[config.mk]
export PLATFORM = sky130hd
export DESIGN_NAME = strip_seq
export DESIGN_NICKNAME = d
export VERILOG_FILES = /design/src/rtl/strip_seq_pkg.sv /design/src/rtl/strip_rem.sv /design/src/rtl/strip_fsm.sv /design/src/rtl/strip_dp.sv /design/src/rtl/strip_seq.sv
export SDC_FILE = /design/constraint.sdc
export NUM_CORES = 1
export LEC_CHECK = 0
export ABC_AREA = 1
export CAP_MARGIN = 20
export CORE_ASPECT_RATIO = 2
export CORE_MARGIN = 1.5
export CORE_UTILIZATION = 58
export CTS_CLUSTER_SIZE = 12
export DETAILED_ROUTE_END_ITERATION = 12
export GPL_ROUTABILITY_DRIVEN = 0
export MAX_ROUTING_LAYER = met4
export PLACE_DENSITY = 0.85
export SLEW_MARGIN = 20
export SYNTH_ARGS = -nofsm -noshare
export SYNTH_HDL_FRONTEND = slang
export SYNTH_SLANG_ARGS = --single-unit
[constraint.sdc]
create_clock -name clk -period 4.1 [get_ports clk]
set_clock_uncertainty 0.2 [all_clocks]
set_input_delay 1.025 -clock clk [delete_from_list [all_inputs] [get_ports clk]]
set_output_delay 1.025 -clock clk [all_outputs]
set_load 0.02 [all_outputs]
[src/rtl/strip_seq_pkg.sv]
package strip_seq_pkg;

  typedef enum logic [1:0] {
    SQ_IDLE = 2'd0,
    SQ_EMIT = 2'd1,
    SQ_FIN  = 2'd2
  } sq_state_t;

endpackage

[src/rtl/strip_rem.sv]
// Remainder of the element count against the maximum vector length.
module strip_rem #(
  parameter int MVL  = 32,
  parameter int N_W  = 16,
  parameter int VL_W = $clog2(MVL + 1)
) (
  input  logic [N_W-1:0]  n_i,
  output logic [VL_W-1:0] rem_o
);

  localparam bit IS_POW2 = (MVL > 1) && ((MVL & (MVL - 1)) == 0);
  localparam logic [N_W-1:0] MVL_N  = N_W'(MVL);
  localparam logic [N_W-1:0] MASK_N = N_W'(MVL - 1);

  generate
    if (IS_POW2) begin : g_mask
      assign rem_o = VL_W'(n_i & MASK_N);
    end else begin : g_mod
      assign rem_o = VL_W'(n_i % MVL_N);
    end
  endgenerate

endmodule

[src/rtl/strip_fsm.sv]
// Job control: idle, offering strips, finished.
module strip_fsm
  import strip_seq_pkg::*;
(
  input  logic clk,
  input  logic rst_n,
  input  logic start_i,
  input  logic n_zero_i,
  input  logic fire_i,
  input  logic last_i,
  output logic load_o,
  output logic valid_o,
  output logic done_o
);

  sq_state_t state_q, state_d;
  logic      take;

  assign take   = start_i && (state_q != SQ_EMIT);
  assign load_o = take;

  always_comb begin
    state_d = state_q;
    case (state_q)
      SQ_IDLE, SQ_FIN: begin
        if (take) state_d = n_zero_i ? SQ_FIN : SQ_EMIT;
      end
      SQ_EMIT: begin
        if (fire_i && last_i) state_d = SQ_FIN;
      end
      default: state_d = SQ_IDLE;
    endcase
  end

  always_ff @(posedge clk or negedge rst_n) begin
    if (!rst_n) state_q <= SQ_IDLE;
    else        state_q <= state_d;
  end

  assign valid_o = (state_q == SQ_EMIT);
  assign done_o  = (state_q == SQ_FIN);

endmodule

[src/rtl/strip_dp.sv]
// Strip length, start index and remaining count registers.
module strip_dp #(
  parameter int MVL  = 32,
  parameter int N_W  = 16,
  parameter int VL_W = $clog2(MVL + 1)
) (
  input  logic            clk,
  input  logic            rst_n,
  input  logic            load_i,
  input  logic            step_i,
  input  logic [N_W-1:0]  n_i,
  input  logic [VL_W-1:0] rem_i,
  output logic [VL_W-1:0] vl_o,
  output logic [N_W-1:0]  base_o,
  output logic            last_o
);

  localparam logic [VL_W-1:0] MVL_V = VL_W'(MVL);

  logic [VL_W-1:0] vl_q, vl_d;
  logic [N_W-1:0]  base_q, base_d;
  logic [N_W-1:0]  left_q, left_d;
  logic [N_W-1:0]  vl_ext;
  logic            en;

  assign vl_ext = {{(N_W - VL_W){1'b0}}, vl_q};
  assign en     = load_i || step_i;

  always_comb begin
    vl_d   = vl_q;
    base_d = base_q;
    left_d = left_q;
    if (load_i) begin
      vl_d   = (rem_i == '0) ? MVL_V : rem_i;
      base_d = '0;
      left_d = n_i;
    end else if (step_i) begin
      vl_d   = MVL_V;
      base_d = base_q + vl_ext;
      left_d = left_q - vl_ext;
    end
  end

  always_ff @(posedge clk or negedge rst_n) begin
    if (!rst_n) begin
      vl_q   <= '0;
      base_q <= '0;
      left_q <= '0;
    end else if (en) begin
      vl_q   <= vl_d;
      base_q <= base_d;
      left_q <= left_d;
    end
  end

  assign vl_o   = vl_q;
  assign base_o = base_q;
  assign last_o = (left_q == vl_ext);

endmodule

[src/rtl/strip_seq.sv]
module strip_seq #(
  parameter int MVL  = 32,
  parameter int N_W  = 16,
  parameter int VL_W = $clog2(MVL + 1)
) (
  input  logic            clk,
  input  logic            rst_n,
  input  logic            start,
  input  logic [N_W-1:0]  n_total,
  output logic            strip_valid,
  input  logic            strip_ready,
  output logic [VL_W-1:0] strip_vl,
  output logic [N_W-1:0]  strip_base,
  output logic            done
);

  logic [VL_W-1:0] rem;
  logic            load, last, fire, n_zero;

  assign n_zero = (n_total == '0);
  assign fire   = strip_valid && strip_ready;

  strip_rem #(.MVL(MVL), .N_W(N_W), .VL_W(VL_W)) u_rem (
    .n_i   (n_total),
    .rem_o (rem)
  );

  strip_fsm u_fsm (
    .clk      (clk),
    .rst_n    (rst_n),
    .start_i  (start),
    .n_zero_i (n_zero),
    .fire_i   (fire),
    .last_i   (last),
    .load_o   (load),
    .valid_o  (strip_valid),
    .done_o   (done)
  );

  strip_dp #(.MVL(MVL), .N_W(N_W), .VL_W(VL_W)) u_dp (
    .clk    (clk),
    .rst_n  (rst_n),
    .load_i (load),
    .step_i (fire),
    .n_i    (n_total),
    .rem_i  (rem),
    .vl_o   (strip_vl),
    .base_o (strip_base),
    .last_o (last)
  );

endmodule

==> qor_table.md <==
| Stage | Result | Value |
|:---|:---|:---|
| synth | Area share of xor/xnor cells in the synthesized design | 0.964% |
| synth | Share of synthesized cell area in and, or, nand and nor gates | 35.5% |
| cts | Buffer count from post-CTS setup fixing | 0 |
| pwr | Total internal power | 0.00123 W |
| synth | Fraction of synthesis flops using an asynchronous set or reset pin | 100% |
| cts | Clk sink count | 40 |
| flow run | Max-capacitance violation count | 0 |
| cts | Clock-pin transition on the worst setup and hold timing paths | 0.08 ns |
| floorplan | Number of ports placed on the die boundary | 44 |
| pwr | Leakage | 1.66 nW |
| cells and area | Layout cell share with drive strength beyond 1 | 3.37% |
| grt | GR Util All Layers | 30.6% |
| floorplan | Core area | 0.00455 mm² |
| pwr | Part of the total power dissipated in the clock network | 11.2% |
| pwr | Switching Fraction | 49.7% |
| cells and area | Diodes inserted | 0 |
| route | Total Routed Length | 7060 µm |
| cells and area | Footprint of the flip-flops and latches | 0.00100 mm² |
| route | Iteration-0 DRC count of the detailed router | 74 |
| synth | Post-Syn Nets | 433 |
| place | Detailed placement HPWL | 5350 µm |
| floorplan | Initial cell density of the core | 59.9% |
| pwr | Comb power frac | 60.7% |
| place | Placement Cell Area | 0.00319 mm² |
| synth | Dominant synthesized flop cell | dfrtp_1 |
| cts | # hold bufs at CTS | 0 |
| worst hold path | Hold Path Class | flop to flop |
| sta | Final setup fails | 0 |
| cells and area | Combined area of the multi-input logic cells | 0.00145 mm² |
| synth | Netlist area before placement | 0.00273 mm² |
| grt | Via count of the first global-routing pass | 2,826 |
| floorplan | Total Die Area | 0.00515 mm² |
| pwr | Pwr/cell area | 746 mW/mm² |
| route | Number of nets still failing antenna checks after routing | 0 |
| cts | CTS root buffer | clkbuf_8 |
| worst setup path | Type of element launching the critical path | input port |
| sta | Slew at the pin closest to its max-slew limit | 0.922 ns |
| grt | Total congestion overflow | 0 |
| synth | Adder-cell area share of the yosys netlist | 6.98% |
| cts | Clock latency on the worst-skew pair | 0.29 ns |
| worst setup path | Worst Path Max Fanout | 21 |
| worst setup path | Required arrival time at the worst endpoint | 4.06 ns |
| sta | Normalized max-slew margin | 38.6% |
| synth | Number of standard cells after synthesis | 399 |
| worst setup path | Worst Setup End Kind | flop |
| cts | Depth of the CTS H-tree | 2 |
| cts | CTS max path bufs | 2 |
| synth | Average footprint of a synthesized cell | 6.83 µm² |
| cts | Count of instances resized after the clock tree is built | 0 |
| sta | RSZ-0062 raised after global routing | no |
| sta | TNS Setup | 0 ns |
| sta | Fmax | 0.358 GHz |
| pwr | Register share of total power | 28.1% |
| worst setup path | Data arrival time of the worst path | 2.76 ns |
| floorplan | Height of the die | 100 µm |
| cells and area | Final std cell area, no fill | 0.00328 mm² |
| synth | Share of cell area taken by muxes after synthesis | 0% |
| route | Vias per inst | 5.68 |
| route | Detailed Routing Iterations Pass 1 | 5 |
| status | Result of the run | complete, no violations |
| cells and area | Core utilization of the finished layout | 72.0% |
| cells and area | Fill cell total of the finished layout | 410 |
| cells and area | Leading cell types in the layout, fill and taps excluded | nand2_1, inv_1, nor2_1 |
| route | Post-detailed-route wirelength per cell | 14.1 µm |
| cts | Number of CTS-inserted buffers | 5 |
| pwr | Worst IR Drop VDD | 549 µV |
| grt | Maximum number of pins on one net before global-route repair | 41 |
| place | Count of port buffers added during placement | 43 |
| synth | Number of register bits inferred by synthesis | 40 |
| synth | Synth cell types | 32 |
| cells and area | Most common cell after layout, fill and taps aside | nand2_1 |
| synth | Yosys warns | 0 |
| synth | Sequential cell area fraction in the yosys report | 36.7% |
| sta | Hold Fails Final Rpt | 0 |
| cells and area | Area growth from synthesis to layout | 20.2% |
| grt | First-pass GRT wire length | 11,700 µm |
| cts | TritonCTS clock tree | done |
| grt | Number of antenna violations at the first check in global routing | 0 |
| synth | Synth Area in Compound Gates | 9.87% |
| sta | Final critical delay including setup and external delays | 2.80 ns |
| sta | Fin Hold WS | 0.317 ns |
| route | DRC errors left | 0 |
| floorplan | Core Rows | 35 |
| floorplan | Die width | 51.5 µm |
| sta | Slew Limit Fails | 0 |
| route | Vias | 2,840 |
| cells and area | Final #Nets | 478 |
| worst setup path | WS Path Type | input port to flop |
| sta | Final Cycle Share | 68.2% |
| pwr | Power spent charging and discharging nets | 0.00122 W |
| synth | Post-synth EDFFs | 0 |
| synth | Dominant combinational cell family by area after synthesis | simple AND/OR/NAND/NOR gates |
==> worst max-delay path, stage by stage <==
cell             delay [ns]
clkdlybuf4s50_1        0.49
nand2_2                0.21
nand2_1                0.11
buf_4                  0.26
inv_1                  0.30
nand2_1                0.13
o21ai_0                0.07
o21bai_1               0.15
==> final cells by class <==
type | instances | share of cell area [%]
Multi-Input combinational cell | 292 | 44.3
Sequential cell | 40 | 30.5
Timing Repair Buffer | 45 | 13.4
Inverter | 60 | 6.87
Clock buffer | 8 | 2.75
Tap cell | 55 | 2.10
==> power by group through the flow <==
stage	Sequential, W	Combinational, W	Clock, W
after floorplan	0.000721	0.00101	0
after global placement	0.000687	0.00142	0
after detailed placement	0.000692	0.00146	0
after CTS	0.000686	0.00147	0.000275
after global routing	0.000702	0.00166	0.000290
final	0.000689	0.00148	0.000273
==> flip-flops by register name, indices dropped and copies added (netlist names) <==
name and count:
u_fsm.state_q 2, u_dp.left_q 16, u_dp.base_o 16, u_dp.vl_o 6
==> cell usage after synthesis, types with 3 or more instances <==
library cell | instances | area (µm²)
dfrtp_1 | 40 | 1000
buf_2 | 5 | 25.0
inv_1 | 57 | 214
o22ai_1 | 8 | 50.1
nor2_1 | 45 | 169
a21oi_1 | 13 | 65.1
nand3_1 | 44 | 220
ha_1 | 12 | 150
nand2_1 | 124 | 465
nor3_1 | 3 | 15.0
o21ai_0 | 12 | 60.1
o221ai_1 | 3 | 26.3
nand4_1 | 9 | 56.3
==> metal layers <==
metal	wire length [µm]	track usage, %	up-vias
met2	3960	54.2	103
met5	0	-	-
met4	380	21.1	0
met1	2400	29.4	1324
li1	-	-	1373
met3	328	3.72	40
==> stage by stage <==
stage	power, W	std cells	setup WS [ns]
CTS	0.00243	500	1.34
detailed placement	0.00215	492	1.04
floorplan	0.00173	399	2.07
global placement	0.00211	492	1.05
global route	0.00265	500	1.17
finish	0.00245	500	1.30
==> kinds of logic after synthesis <==
| group | count (synthesis) |
|---|---|
| buffers and inverters | 67 |
| xor gates and xnor gates | 3 |
| and+or+nand+nor | 230 |
| AOI/OAI and AO/OA | 45 |
| DFF | 40 |
| adders and majority gates | 14 |
==> final timing paths <==
| kind | start | to | slack, ns | cells after the start |
|---|---|---|---|---|
| min in group asynchronous | rst_n | u_dp.base_o[0] | 0.67 | 1 |
| min | u_dp.left_q[3] | u_dp.left_q[3] | 0.32 | 2 |
| max reg2reg | u_dp.vl_o[0] | u_dp.left_q[6] | 1.86 | 8 |
| min reg2reg | u_dp.left_q[3] | u_dp.left_q[3] | 0.32 | 2 |
| max in group asynchronous | rst_n | u_dp.left_q[15] | 2.45 | 1 |
| max | strip_ready | u_dp.left_q[4] | 1.30 | 8 |
No activity file was read; power rests on OpenSTA's default activity.
